==> config.mk <==
export PLATFORM = sky130hd
export DESIGN_NAME = reg_fault_mon
export DESIGN_NICKNAME = d
export VERILOG_FILES = /design/src/rtl/fm_pkg.sv /design/src/rtl/fm_persist.sv /design/src/rtl/fm_slew.sv /design/src/rtl/fm_seq.sv /design/src/rtl/reg_fault_mon.sv
export SDC_FILE = /design/constraint.sdc
export NUM_CORES = 1
export LEC_CHECK = 0
export ABC_CLOCK_PERIOD_IN_PS = 4450
export BUFFER_PORTS_ARGS = -buffer_cell sky130_fd_sc_hd__buf_2
export CAP_MARGIN = 5
export CELL_PAD_IN_SITES_DETAIL_PLACEMENT = 1
export CELL_PAD_IN_SITES_GLOBAL_PLACEMENT = 1
export CORE_MARGIN = 4
export CORE_UTILIZATION = 31
export CTS_CLUSTER_DIAMETER = 60
export DETAILED_ROUTE_END_ITERATION = 7
export PLACE_DENSITY_LB_ADDON = 0.1
export SYNTH_ARGS = -nofsm -noshare
export SYNTH_HDL_FRONTEND = slang
export SYNTH_HIERARCHICAL = 1
export SYNTH_SLANG_ARGS = --single-unit
==> constraint.sdc <==
create_clock -name clk -period 4.45 [get_ports clk]
set_input_delay 0.89 -clock clk [delete_from_list [all_inputs] [get_ports clk]]
set_output_delay 0.89 -clock clk [all_outputs]
set_load 0.03 [all_outputs]
==> src/rtl/fm_pkg.sv <==
package fm_pkg;
  typedef enum logic [1:0] {
    ST_IDLE  = 2'd0,
    ST_REG   = 2'd1,
    ST_TRANS = 2'd2,
    ST_SHUT  = 2'd3
  } fm_state_e;
endpackage

==> src/rtl/fm_persist.sv <==
module fm_persist #(
  parameter int RW = 8
) (
  input  logic          clk,
  input  logic          rst_n,
  input  logic          clr,
  input  logic          tick,
  input  logic          cond,
  input  logic [RW-1:0] limit,
  output logic          trip,
  output logic          flag
);
  logic [RW-1:0] cnt_q, cnt_d;
  logic [RW:0]   cnt_inc;
  logic [RW-1:0] lim_eff;
  logic          flag_d;

  assign lim_eff = (limit == '0) ? RW'(1) : limit;
  assign cnt_inc = {1'b0, cnt_q} + 1'b1;
  assign trip    = !clr && tick && cond && (cnt_inc >= {1'b0, lim_eff});

  always_comb begin
    cnt_d  = cnt_q;
    flag_d = flag;
    if (clr) begin
      cnt_d  = '0;
      flag_d = 1'b0;
    end else begin
      if (tick) begin
        if (cond) cnt_d = cnt_inc[RW] ? cnt_q : cnt_inc[RW-1:0];
        else      cnt_d = '0;
      end
      if (trip) flag_d = 1'b1;
    end
  end

  always_ff @(posedge clk or negedge rst_n) begin
    if (!rst_n) begin
      cnt_q <= '0;
      flag  <= 1'b0;
    end else begin
      cnt_q <= cnt_d;
      flag  <= flag_d;
    end
  end

  AST_FLAG_STICKY: assert property (@(posedge clk) disable iff (!rst_n)
    (flag && !clr) |=> flag);
  AST_TRIP_ON_TICK: assert property (@(posedge clk) disable iff (!rst_n)
    $rose(flag) |-> $past(tick));
endmodule

==> src/rtl/fm_slew.sv <==
module fm_slew #(
  parameter int VW  = 10,
  parameter int WIN = 4
) (
  input  logic          clk,
  input  logic          rst_n,
  input  logic          clr,
  input  logic          restart,
  input  logic          run,
  input  logic [VW-1:0] vout,
  input  logic [VW-1:0] rate_min,
  input  logic [VW-1:0] rate_max,
  output logic          trip,
  output logic          flag
);
  localparam int CW = (WIN > 1) ? $clog2(WIN) : 1;
  localparam logic [CW-1:0] LAST = CW'(WIN - 1);

  logic [VW-1:0] vref_q, vref_d;
  logic [CW-1:0] win_q, win_d;
  logic [VW-1:0] delta;
  logic          win_end;

  assign delta   = (vout >= vref_q) ? (vout - vref_q) : (vref_q - vout);
  assign win_end = run && !restart && (win_q == LAST);
  assign trip    = !clr && win_end && ((delta < rate_min) || (delta > rate_max));

  always_comb begin
    vref_d = vref_q;
    win_d  = win_q;
    if (restart) begin
      vref_d = vout;
      win_d  = '0;
    end else if (run) begin
      if (win_end) begin
        vref_d = vout;
        win_d  = '0;
      end else begin
        win_d  = win_q + 1'b1;
      end
    end
  end

  always_ff @(posedge clk or negedge rst_n) begin
    if (!rst_n) begin
      vref_q <= '0;
      win_q  <= '0;
      flag   <= 1'b0;
    end else begin
      vref_q <= vref_d;
      win_q  <= win_d;
      if (clr)       flag <= 1'b0;
      else if (trip) flag <= 1'b1;
    end
  end

  AST_SLEW_NEEDS_RUN: assert property (@(posedge clk) disable iff (!rst_n)
    $rose(flag) |-> $past(run));
endmodule

==> src/rtl/fm_seq.sv <==
module fm_seq
  import fm_pkg::*;
#(
  parameter int VW = 10
) (
  input  logic          clk,
  input  logic          rst_n,
  input  logic          enable,
  input  logic          tick,
  input  logic          in_band,
  input  logic          trip,
  input  logic [VW-1:0] vcmd,
  output logic          cmd_chg,
  output fm_state_e     state
);
  fm_state_e     state_d;
  logic [VW-1:0] cmd_q;

  assign cmd_chg = (vcmd != cmd_q);

  always_comb begin
    state_d = state;
    if (!enable) begin
      state_d = ST_IDLE;
    end else begin
      unique case (state)
        ST_IDLE:  state_d = ST_TRANS;
        ST_REG: begin
          if (trip)         state_d = ST_SHUT;
          else if (cmd_chg) state_d = ST_TRANS;
        end
        ST_TRANS: begin
          if (trip)                state_d = ST_SHUT;
          else if (cmd_chg)        state_d = ST_TRANS;
          else if (tick && in_band) state_d = ST_REG;
        end
        ST_SHUT:  state_d = ST_SHUT;
        default:  state_d = ST_IDLE;
      endcase
    end
  end

  always_ff @(posedge clk or negedge rst_n) begin
    if (!rst_n) begin
      state <= ST_IDLE;
      cmd_q <= '0;
    end else begin
      state <= state_d;
      cmd_q <= vcmd;
    end
  end

  AST_SHUT_HOLDS: assert property (@(posedge clk) disable iff (!rst_n)
    (state == ST_SHUT && enable) |=> (state == ST_SHUT));
  AST_CMD_TO_TRANS: assert property (@(posedge clk) disable iff (!rst_n)
    (enable && !trip && cmd_chg && (state == ST_REG || state == ST_TRANS))
      |=> (state == ST_TRANS));
  AST_IDLE_WHEN_OFF: assert property (@(posedge clk) disable iff (!rst_n)
    !enable |=> (state == ST_IDLE));
endmodule

==> src/rtl/reg_fault_mon.sv <==
module reg_fault_mon
  import fm_pkg::*;
#(
  parameter int VW       = 10,
  parameter int IW       = 10,
  parameter int RW       = 8,
  parameter int SLEW_WIN = 4
) (
  input  logic          clk,
  input  logic          rst_n,
  input  logic          enable,
  input  logic          tick,
  input  logic [VW-1:0] vout_code,
  input  logic [IW-1:0] iout_code,
  input  logic [VW-1:0] vcmd_code,
  input  logic [VW-1:0] ov_margin,
  input  logic [VW-1:0] uv_margin,
  input  logic [IW-1:0] oc_limit,
  input  logic [RW-1:0] ov_resp,
  input  logic [RW-1:0] uv_resp,
  input  logic [RW-1:0] oc_resp,
  input  logic [VW-1:0] slew_min,
  input  logic [VW-1:0] slew_max,
  output logic          ov_flag,
  output logic          uv_flag,
  output logic          oc_flag,
  output logic          slew_flag,
  output logic          in_reg,
  output logic          in_trans,
  output logic          in_shut
);
  fm_state_e state;
  logic      cmd_chg, in_band, trip_any;
  logic      ov_raw, uv_raw, oc_raw;
  logic      ov_cond, uv_cond, oc_cond;
  logic      ov_trip, uv_trip, oc_trip, sl_trip;
  logic      sl_run, sl_restart, clr;
  logic      active, regulating, ramping;
  logic [VW:0] v_hi, v_lo;

  assign clr        = !enable;
  assign regulating = (state == ST_REG);
  assign ramping    = (state == ST_TRANS);
  assign active     = regulating || ramping;

  assign v_hi    = {1'b0, vcmd_code} + {1'b0, ov_margin};
  assign v_lo    = {1'b0, vout_code} + {1'b0, uv_margin};
  assign ov_raw  = {1'b0, vout_code} > v_hi;
  assign uv_raw  = v_lo < {1'b0, vcmd_code};
  assign oc_raw  = iout_code > oc_limit;
  assign in_band = !ov_raw && !uv_raw;

  assign ov_cond = regulating && !cmd_chg && ov_raw;
  assign uv_cond = regulating && !cmd_chg && uv_raw;
  assign oc_cond = active && oc_raw;

  assign sl_restart = !ramping || cmd_chg;
  assign sl_run     = tick && ramping && !in_band;

  assign trip_any = ov_trip || uv_trip || oc_trip || sl_trip;

  fm_persist #(.RW(RW)) u_ov (
    .clk(clk), .rst_n(rst_n), .clr(clr), .tick(tick), .cond(ov_cond),
    .limit(ov_resp), .trip(ov_trip), .flag(ov_flag));
  fm_persist #(.RW(RW)) u_uv (
    .clk(clk), .rst_n(rst_n), .clr(clr), .tick(tick), .cond(uv_cond),
    .limit(uv_resp), .trip(uv_trip), .flag(uv_flag));
  fm_persist #(.RW(RW)) u_oc (
    .clk(clk), .rst_n(rst_n), .clr(clr), .tick(tick), .cond(oc_cond),
    .limit(oc_resp), .trip(oc_trip), .flag(oc_flag));

  fm_slew #(.VW(VW), .WIN(SLEW_WIN)) u_slew (
    .clk(clk), .rst_n(rst_n), .clr(clr), .restart(sl_restart), .run(sl_run),
    .vout(vout_code), .rate_min(slew_min), .rate_max(slew_max),
    .trip(sl_trip), .flag(slew_flag));

  fm_seq #(.VW(VW)) u_seq (
    .clk(clk), .rst_n(rst_n), .enable(enable), .tick(tick), .in_band(in_band),
    .trip(trip_any), .vcmd(vcmd_code), .cmd_chg(cmd_chg), .state(state));

  assign in_reg   = regulating;
  assign in_trans = ramping;
  assign in_shut  = (state == ST_SHUT);

  AST_FAULT_SHUTS: assert property (@(posedge clk) disable iff (!rst_n)
    ($rose(ov_flag) || $rose(uv_flag) || $rose(oc_flag) || $rose(slew_flag))
      |-> in_shut);
  AST_NO_BAND_IN_RAMP: assert property (@(posedge clk) disable iff (!rst_n)
    (ramping && !ov_flag && !uv_flag && enable) |=> (!ov_flag && !uv_flag));
  AST_OFF_CLEARS: assert property (@(posedge clk) disable iff (!rst_n)
    !enable |=> !(ov_flag || uv_flag || oc_flag || slew_flag));
endmodule

==> results of run 1 <==
-- what timing repair did --
action,CTS,global route
hold buffers,0,0
setup endpoints to repair,11,10
setup buffers,8,0
pin swaps,25,21
resized for setup,33,23
-- routing by layer --
layer / GRT usage [%] / part of all wire [%] / vias up
li1: - / - / 3004
met1: 21.7 / 45 / 2831
met2: 32.1 / 51 / 76
met3: 3.05 / 3.5 / 9
met4: 2.86 / 0.70 / 0
met5: 0 / 0 / -
-- cell type report --
class,instances,area share (%)
multi-input combinational,573,57.2
timing repair buffer,210,16.5
sequential,52,16.0
inverter,94,4.35
tap,265,4.08
clock buffer,5,1.54
clock inverter,3,0.262
-- sequential cells by signal, summed over array words and instances (netlist names), 2 cells and up --
name,flops
u_seq/state,2
u_slew/vref_q,10
u_ov/cnt_q,8
u_oc/cnt_q,8
u_seq/cmd_q,10
u_slew/win_q,2
u_uv/cnt_q,8
-- stage by stage --
stage	util [%]	worst slack [ps]
after global routing	41.7	-284
after global placement	39.5	-505
after detailed placement	39.5	-819
after CTS	41.3	-15.3
final	41.7	-68.6
after floorplan	-	-3.17
-- report_power, final --
group	total, mW	switching (mW)	leakage (nW)	internal (mW)
Combinational	0.821	0.411	3.46	0.410
Clock	0.411	0.200	0.0702	0.210
Sequential	0.490	0.00787	0.678	0.482
-- cell usage in the layout (no fill, tap or decap), types with 7 or more instances in the layout --
cell type / n
dfrtp_1: 52
inv_1: 93
xor2_1: 28
nor2b_1: 16
mux2i_1: 8
buf_4: 92
nand3_1: 24
buf_2: 112
o21a_1: 12
nand4_1: 16
nor2_1: 45
xnor2_1: 16
a21o_1: 15
a21oi_1: 46
ha_1: 114
nor4_1: 7
nand2_1: 49
nand2b_1: 10
a22o_1: 12
o21ai_0: 42
-- logic make-up (layout without fill, tap and decap cells) --
group                    count (synthesis)  after routing
XOR/XNOR                                45             45
buffers and inverters                  104            312
AND/OR/NAND/NOR                        197            197
multiplexers                            12             12
AO/OA/AOI/OAI                          197            197
adder cells (fa/ha/maj)                122            122
flip-flops                              52             52
-- worst max-delay path, delay by kind of cell --
kind | cells | cell delay [ps]
and+or+nand+nor | 4 | 800
buffers and inverters | 1 | 100
adders and majority gates | 3 | 820
xor gates and xnor gates | 1 | 240
AOI/OAI and AO/OA | 12 | 1830
-- worst paths after layout --
| check | from | end | cells after the start |
|---|---|---|---|
| worst min register to register | u_slew/flag | u_slew/flag | 1 |
| max in group asynchronous | rst_n | u_seq/cmd_q[6] | 2 |
| worst min-delay path | u_slew/flag | u_slew/flag | 1 |
| worst max register to register | u_slew/vref_q[7] | u_seq/state[0] | 16 |
| min in group asynchronous | rst_n | u_slew/vref_q[1] | 1 |
| worst max-delay path | vcmd_code[0] | u_seq/state[0] | 21 |
==> impl_metrics.csv, run 1 <==
group,metric,value,unit
finish,final_area,0.00812,mm²
global_route,antenna_found_initial,0,
floorplanning,io-pin-count,115,
placed_design,placed_cell_area,0.00769,mm²
cts,cts_root_buffer,"clkbuf_16",
finish,fillCellCount,2348,
cts,cts_buffers,5,
logic_synthesis,synth_xor_area_share,6.56,%
setup_path,worst_path_max_delay_cell,"or4_4",
logic_synthesis,synth_top_family_by_area,"adder cells",
timing,setup_tns,-78.9,ps
routing,wire_per_inst,15.7,µm
cts,clock_latency,310,ps
logic_synthesis,synth_fa_ha_area_share,25.4,%
timing,worstMarginPinSlew,939,ps
placed_design,dp_hpwl,16.1,mm
timing,holdWs,509,ps
logic_synthesis,synth-compound-area-share,22.0,%
placed_design,gp_congestion,0.821,
setup_path,critical_path.max_fanout,3,
logic_synthesis,synth.mux.area_fraction,2.08,%
routing,drt_iter0_drc,136,
run_status,status,"finished with violations",
setup_path,worstPathCellList,"buf_8, ha_4, fa_2, a211oi_2, nor2_2, o31ai_2, a21oi_1, xnor2_1, ha_1, a21o_1, a211oi_2, o221ai_2, o2111ai_2, o31ai_4, nand3_2, a31oi_1, nand2_1, o22ai_4, or4_4, a21oi_1, a22oi_1",
power_and_ir_drop,peakVddDrop,145,µV
timing,fin_crit_sh,102,%
logic_synthesis,ys_seq_area_share,21.2,%
logic_synthesis,yosysWarnings,6,
cts,clockBufferDepth,2,
setup_path,arrival,4700,ps
logic_synthesis,syn_nets,959,
setup_path,critPathCaptureType,"flop",
power_and_ir_drop,leakagePower,4.21,nW
setup_path,crit_path_start_kind,"input port",
job,max-cap-violations,0,
routing,drt_first_pass_iters,4,
floorplanning,fp-row-count,51,
finish,num_antenna_cells,0,
logic_synthesis,synthSimpleGateAreaFrac,16.1,%
timing,setup_viol_count_final,2,
logic_synthesis,async_flop_share,100,%
logic_synthesis,yosys.area.top_type_share,24.1,%
setup_path,required,4630,ps
cts,cts_tree,"done",
setup_path,r2r_setup_slack,330,ps
logic_synthesis,ys_seq_elements,52,
logic_synthesis,syn-cell-area,0.00612,mm²
routing,dr_total_vias,5920,
routing,drt-vias-per-instance,4.93,
floorplanning,coreArea,0.0195,mm²
cts,clock_sinks,52,
finish,seq_area,0.00130,mm²
timing,timing.final.hold_violations,0,
timing,fin_crit,4520,ps
logic_synthesis,synth_cell_types,63,
logic_synthesis,synth_most_common_cell,"ha_1",
finish,post_route_cells_drive_above_1_share,29.8,%
setup_path,critPathKind,"in2reg",
hold_path,hold_class,"reg2reg",
power_and_ir_drop,power,1.72,mW
run_status,violations,"setup timing",
floorplanning,dieArea,0.0221,mm²
logic_synthesis,synthFlopType,"dfrtp_1",
global_route,grt_pass1_wl,31.6,mm
global_route,grt_max_degree,39,
finish,final_cell_count_no_fill,1202,
logic_synthesis,synth-edff-count,0,
finish,area_growth,32.6,%
logic_synthesis,syn_area_per_cell,8.40,µm²
global_route,groute.usage.overall,17.5,%
global_route,grt_pass1_vias,6503,
setup_path,cp_slowest_stage_delay,510,ps
floorplanning,start_util,31.5,%
timing,finClkSkew,7.16,ps
routing,drt_wl_total,18.9,mm
finish,multi_input_area,0.00465,mm²
finish,final_nets,1166,
global_route,overflow,0,
logic_synthesis,synth.area.top_cells,"ha_1, dfrtp_1, inv_1, o21ai_0, a21oi_1",
cts,path_clk_slew,80,ps
logic_synthesis,synthCells,729,
logic_synthesis,synth_common_cells,"ha_1, inv_1, o21ai_0",
placed_design,dp.cells,1186,
placed_design,portBuffers,114,
logic_synthesis,synth_largest_area_cell,"ha_1",
routing,post-route-drc-count,0,
cts,htreeDepth,2,
floorplanning,die_h,149,µm
timing,setup_ws,-68.6,ps
routing,ant_nets,0,
timing,grt_setup_unrepaired,"yes",
timing,max-slew-margin-rel,37.4,%
power_and_ir_drop,powerDensity,212,mW/mm²
floorplanning,die_w,149,µm
timing,max_freq,221,MHz
timing,finalMaxSlewViolations,0,
Power figures use the tool's default switching activity.
==> run 2: changes to the inputs <==
CAP_MARGIN = unset   (was 5)
CORE_UTILIZATION = 25   (was 31)
==> impl_metrics.csv, run 2 (same netlist as run 1, synthesis figures left out) <==
group,metric,value,unit
run_status,status,"finished with violations",
run_status,violations,"setup timing",
floorplanning,die_w,165,µm
setup_path,worstReg2RegEnd,"u_seq/state[1]",
setup_path,crit_family,"compound AO/OA/AOI/OAI gates",
cts,htreeDepth,2,
placed_design,dp_hpwl,16.8,mm
finish,final_nets,1188,
routing,drt_wl_total,19.4,mm
routing,dr_total_vias,5932,
global_route,grt_pass1_vias,6634,
setup_path,worst_path_max_delay_cell,"or4_4",
timing,worstMarginPinSlew,746,ps
hold_path,hold_class,"reg2reg",
global_route,grt_max_degree,53,
global_route,antenna_found_initial,0,
cts,cts_root_buffer,"clkbuf_16",
floorplanning,dieArea,0.0271,mm²
finish,final_area,0.00829,mm²
global_route,groute.usage.overall,14.6,%
timing,setup_tns,-165,ps
finish,final_cell_count_no_fill,1283,
power_and_ir_drop,peakVddDrop,134,µV
routing,ant_nets,0,
routing,drt-vias-per-instance,4.62,
timing,max_freq,220,MHz
setup_path,arrival,4720,ps
cts,cts_buffers,5,
finish,area_growth,35.3,%
timing,finalMaxSlewViolations,0,
placed_design,placed_cell_area,0.00790,mm²
routing,post-route-drc-count,0,
finish,reg_top3,"u_seq/cmd_q x10, u_slew/vref_q x10",
setup_path,cp-startpoint,"vcmd_code[0]",
cts,clock_sinks,52,
finish,final_core_util,34.3,%
timing,finClkSkew,3.30,ps
finish,mostFrequentLayoutCell,"buf_4",
power_and_ir_drop,leakagePower,4.31,nW
timing,timing.final.hold_violations,0,
routing,wire_per_inst,15.1,µm
placed_design,portBuffers,114,
floorplanning,io-pin-count,115,
finish,num_antenna_cells,0,
timing,holdWs,483,ps
setup_path,endpoint,"u_seq/state[1]",
routing,drt_iter0_drc,110,
timing,max-slew-margin-rel,50.2,%
placed_design,dp.cells,1266,
cts,clock_latency,300,ps
finish,post_route_cells_drive_above_1_share,30.4,%
setup_path,critical_path.max_fanout,3,
timing,setup_ws,-90.7,ps
cts,path_clk_slew,70,ps
floorplanning,die_h,165,µm
setup_path,worstPathCellList,"buf_6, ha_4, fa_2, a211oi_2, nor2_2, o31ai_2, a21oi_1, xnor2_1, ha_1, a21o_1, a21oi_2, a2111oi_4, buf_4, o211ai_1, nor2_1, and3b_1, nand2_1, o21ai_1, or4_4, o31a_1",
setup_path,r2r.worst_path.cells,16,
routing,drt_first_pass_iters,4,
setup_path,cp.buffers_inverters,2,
setup_path,required,4630,ps
setup_path,critPathKind,"in2reg",
setup_path,r2r_setup_slack,440,ps
finish,most-common-layout-cells,"buf_4, ha_1, buf_2",
job,max-cap-violations,0,
setup_path,critPathCaptureType,"flop",
placed_design,gp_congestion,0.814,
timing,fin_crit_sh,102,%
global_route,overflow,0,
timing,grt_setup_unrepaired,"yes",
cts,clockBufferDepth,2,
floorplanning,coreArea,0.0242,mm²
floorplanning,start_util,25.3,%
timing,setup_viol_count_final,2,
cts,holdBufCountCts,0,
setup_path,cp_slowest_stage_delay,520,ps
setup_path,cp_num_cells,20,
power_and_ir_drop,powerDensity,207,mW/mm²
cts,cts_tree,"done",
floorplanning,fp-row-count,57,
setup_path,crit_path_start_kind,"input port",
global_route,grt_pass1_wl,32.1,mm
setup_path,r2r_start,"u_slew/vref_q[1]",
timing,fin_crit,4540,ps
## run 2: worst min-delay path by stage
| stage | from | endpoint | slack [ps] | depth (start not counted) |
|---|---|---|---|---|
| floorplan | u_slew/vref_q[0] | u_slew/vref_q[0] | 480 | 2 |
| global placement | u_slew/flag | u_slew/flag | 490 | 1 |
| detailed placement | u_slew/flag | u_slew/flag | 470 | 1 |
| CTS | u_slew/flag | u_slew/flag | 490 | 1 |
| global route | u_slew/flag | u_slew/flag | 530 | 1 |
| finish | u_slew/flag | u_slew/flag | 480 | 1 |
## run 2: layout make-up
class                      instances  area (µm²)
inverter                          94         353
sequential                        52        1300
fill                            2895       15900
multi-input combinational        573        4600
tap                              324         405
timing repair buffer             232        1480
clock inverter                     2        16.3
clock buffer                       6         129
## run 2: worst reg2reg max path: stages, from the launching register on
cell      delay (ps)
dfrtp_1          440
ha_1             340
nand4_1          120
nor2_1            40
a311o_1          360
o21bai_1         160
buf_4            170
mux2i_1          190
xor2_1           250
ha_1             290
a21oi_1          130
nor2b_1           60
o21ai_0          140
nor4b_2          290
o22ai_2          170
or4_4            470
o31a_1           280
## run 2: timing repair
action                     in CTS  in global routing
setup endpoints to repair      10                 18
gates resized for setup        19                 24
buffers inserted                6                  3
pin swaps                      14                 29
## run 2: stage by stage
| step | worst slack (ps) | total power [mW] |
|---|---|---|
| floorplan | -3.17 | 0.932 |
| global placement | -447 | 1.24 |
| detailed placement | -635 | 1.27 |
| CTS | 4.41 | 1.73 |
| global route | -351 | 1.87 |
| finish | -90.7 | 1.71 |
## run 2: routing by layer
layer | global-route usage, % | routed length [µm] | up-vias
met2 | 26.4 | 9590 | 82
met5 | 0 | 0 | -
met4 | 2.72 | 225 | 0
li1 | - | - | 3043
met3 | 2.25 | 592 | 13
met1 | 18.4 | 9020 | 2794
## run 2: power breakdown
part           switching (mW)  internal [mW]  leakage (nW)
registers             0.00803          0.482         0.678
clock network           0.199          0.211        0.0671
logic                   0.400          0.412          3.56
total                   0.607           1.10          4.31
==> run 3: changes to the inputs <==
ABC_AREA = 1   (was unset)
ABC_CLOCK_PERIOD_IN_PS = 5340   (was 4450)
clock period = 5.34 ns   (was 4.45 ns; I/O delays follow)
==> impl_metrics.csv, run 3 <==
group,metric,value,unit
logic_synthesis,synth-edff-count,0,
logic_synthesis,ys_seq_area_share,19.4,%
finish,reg_top3,"u_seq/cmd_q x10, u_slew/vref_q x10",
setup_path,critPathCaptureType,"flop",
setup_path,worstReg2RegEnd,"u_seq/state[0]",
hold_path,holdPathEnd,"u_oc/flag",
routing,dr_total_vias,6221,
run_status,status,"finished, final reports clean",
power_and_ir_drop,p_int,0.802,mW
cts,clockBufferDepth,2,
global_route,grt_pass1_vias,6540,
cts,path_clk_slew,90,ps
logic_synthesis,syn_area_per_cell,6.75,µm²
global_route,groute.usage.overall,13.2,%
timing,timing.final.hold_violations,0,
finish,mostFrequentLayoutCell,"nand2_1",
placed_design,dp.cells,1439,
logic_synthesis,synthFlopType,"dfrtp_1",
logic_synthesis,syn_nets,1222,
floorplanning,dieArea,0.0295,mm²
placed_design,portBuffers,114,
finish,post_route_cells_drive_above_1_share,14.5,%
timing,fin_crit_sh,90.7,%
floorplanning,fp-row-count,59,
routing,drt_iter0_drc,153,
floorplanning,io-pin-count,115,
global_route,grt_pass1_wl,31.8,mm
floorplanning,die_h,172,µm
routing,drt_first_pass_iters,4,
setup_path,r2r.worst_path.cells,29,
timing,max_freq,207,MHz
routing,ant_nets,0,
power_and_ir_drop,p_switching,0.528,mW
power_and_ir_drop,power,1.33,mW
timing,worstMarginPinSlew,1210,ps
logic_synthesis,ys_seq_elements,52,
hold_path,holdPathStages,2,
routing,post-route-drc-count,0,
power_and_ir_drop,combPwrFrac,42.4,%
logic_synthesis,yosys.area.top_type_share,22.1,%
logic_synthesis,synth_common_cells,"nand2_1, inv_1, ha_1, dfrtp_1",
timing,max-slew-margin-rel,19.1,%
logic_synthesis,synth.area.top_cells,"ha_1, dfrtp_1, nand2_1, inv_1, xor2_1",
setup_path,arrival,5050,ps
timing,grt_setup_unrepaired,"no",
floorplanning,start_util,25.5,%
timing,fin_crit,4840,ps
hold_path,hold_class,"reg2reg",
setup_path,path_common_cell,"nand2_1",
global_route,antenna_found_initial,0,
logic_synthesis,synth_cell_types,39,
placed_design,placed_cell_area,0.00767,mm²
power_and_ir_drop,pwr-share-seq,30.7,%
finish,most-common-layout-cells,"nand2_1, inv_1, ha_1",
setup_path,required,5550,ps
finish,final_core_util,29.9,%
logic_synthesis,synthCells,992,
timing,finalMaxSlewViolations,0,
finish,final_cell_count_no_fill,1447,
power_and_ir_drop,leakagePower,4.68,nW
cts,clock_sinks,52,
logic_synthesis,yosysWarnings,6,
job,max-cap-violations,0,
finish,area_growth,16.9,%
setup_path,critPathKind,"in2reg",
routing,drt_wl_total,19.1,mm
setup_path,r2r_start,"u_slew/vref_q[0]",
logic_synthesis,syn-cell-area,0.00670,mm²
logic_synthesis,async_flop_share,100,%
logic_synthesis,synthSimpleGateAreaFrac,28.2,%
timing,finClkSkew,13.5,ps
logic_synthesis,synth_top_family_by_area,"simple AND/OR/NAND/NOR gates",
logic_synthesis,synth_xor_area_share,6.02,%
finish,final_area,0.00783,mm²
cts,cts_setup_buffers,0,
global_route,overflow,0,
timing,setup_viol_count_final,0,
power_and_ir_drop,powerDensity,170,mW/mm²
cts,cts_buffers,5,
placed_design,dp_hpwl,16.6,mm
logic_synthesis,synth_largest_area_cell,"ha_1",
cts,cts_tree,"done",
logic_synthesis,synth_fa_ha_area_share,23.2,%
power_and_ir_drop,peakVddDrop,112,µV
timing,setup_tns,0,ps
logic_synthesis,synth-compound-area-share,10.4,%
logic_synthesis,synth_most_common_cell,"nand2_1",
cts,cts_resized,0,
power_and_ir_drop,netSwitchingFraction,39.7,%
finish,final_nets,1341,
finish,num_antenna_cells,0,
placed_design,gp_congestion,0.760,
cts,cts_root_buffer,"clkbuf_16",
floorplanning,die_w,172,µm
global_route,grt_max_degree,53,
cts,htreeDepth,2,
setup_path,crit_path_start_kind,"input port",
routing,drt-vias-per-instance,4.30,
setup_path,worst_path_max_delay_cell,"or4_1",
cts,clock_latency,310,ps
floorplanning,coreArea,0.0262,mm²
hold_path,min_from,"u_oc/flag",
cts,holdBufCountCts,0,
setup_path,cp_slowest_stage_delay,450,ps
power_and_ir_drop,clkPwrFrac,26.9,%
routing,wire_per_inst,13.2,µm
setup_path,r2r_setup_slack,1100,ps
logic_synthesis,synth.mux.area_fraction,0,%
setup_path,critical_path.max_fanout,11,
==> run 3: cell types whose count changed after synthesis, moves of 9 or more <==
| cell | delta |
|---|---|
| a21o_1 | -11 |
| a21oi_1 | -9 |
| a22o_1 | -12 |
| inv_1 | +123 |
| mux2i_1 | -9 |
| nand2_1 | +240 |
| nand2b_1 | -11 |
| nand3_1 | +22 |
| nand4_1 | -10 |
| nor2b_1 | -16 |
| o21a_1 | -10 |
| o21ai_0 | -36 |
| o21ai_1 | +26 |
==> run 3: critical path, delay by kind of cell <==
family,cells,cell delay [ps]
AO/OA/AOI/OAI,2,340
adder cells (fa/ha/maj),3,900
AND/OR/NAND/NOR,19,2110
buffers and inverters,7,640
==> run 3: area by class of cell <==
cell class,count,area (µm²)
Inverter,218,818
Sequential cell,52,1300
Timing Repair Buffer,116,586
Clock inverter,3,27.5
Clock buffer,5,125
Fill cell,3409,18400
Tap cell,335,419
Multi-Input combinational cell,718,4550
==> run 3: power by group through the flow <==
| stage | Combinational (mW) | Sequential, mW | Clock [mW] |
|---|---|---|---|
| floorplan | 0.390 | 0.415 | 0 |
| global placement | 0.573 | 0.416 | 0 |
| detailed placement | 0.578 | 0.416 | 0 |
| finish | 0.564 | 0.408 | 0.358 |
| CTS | 0.582 | 0.408 | 0.383 |
| global route | 0.670 | 0.410 | 0.393 |
==> run 3: worst max path at each step <==
stage	startpoint	endpoint	slack, ps	depth (start not counted)
global placement	vcmd_code[0]	u_seq/state[0]	230	26
floorplan	vcmd_code[0]	u_seq/state[0]	890	25
detailed placement	vout_code[0]	u_seq/state[0]	140	31
CTS	vout_code[0]	u_seq/state[0]	470	31
finish	vout_code[0]	u_seq/state[0]	500	31
global route	vout_code[0]	u_seq/state[0]	50	33
==> run 3: metrics by stage <==
stage	setup WS (ps)	hold slack [ps]
after global placement	228	503
final	499	515
after floorplan	895	478
after global routing	49.5	545
after CTS	468	529
after detailed placement	137	509
==> run 3: metal layers <==
layer | share of wire (%) | wire length [µm] | vias to the layer above | global-route usage [%]
met5 | 0 | 0 | - | 0
met4 | 0.61 | 116 | 0 | 1.86
met3 | 3.7 | 708 | 7 | 2.00
met2 | 46 | 8710 | 86 | 22.7
met1 | 50 | 9570 | 2793 | 18.0
li1 | - | - | 3335 | -
==> run 3: cell families (layout without fill, tap and decap cells) <==
group	after synthesis	count (layout)
compound gates	117	117
fa+ha+maj	122	122
xor+xnor	46	46
simple gates	433	433
flops	52	52
buf+inv	222	342
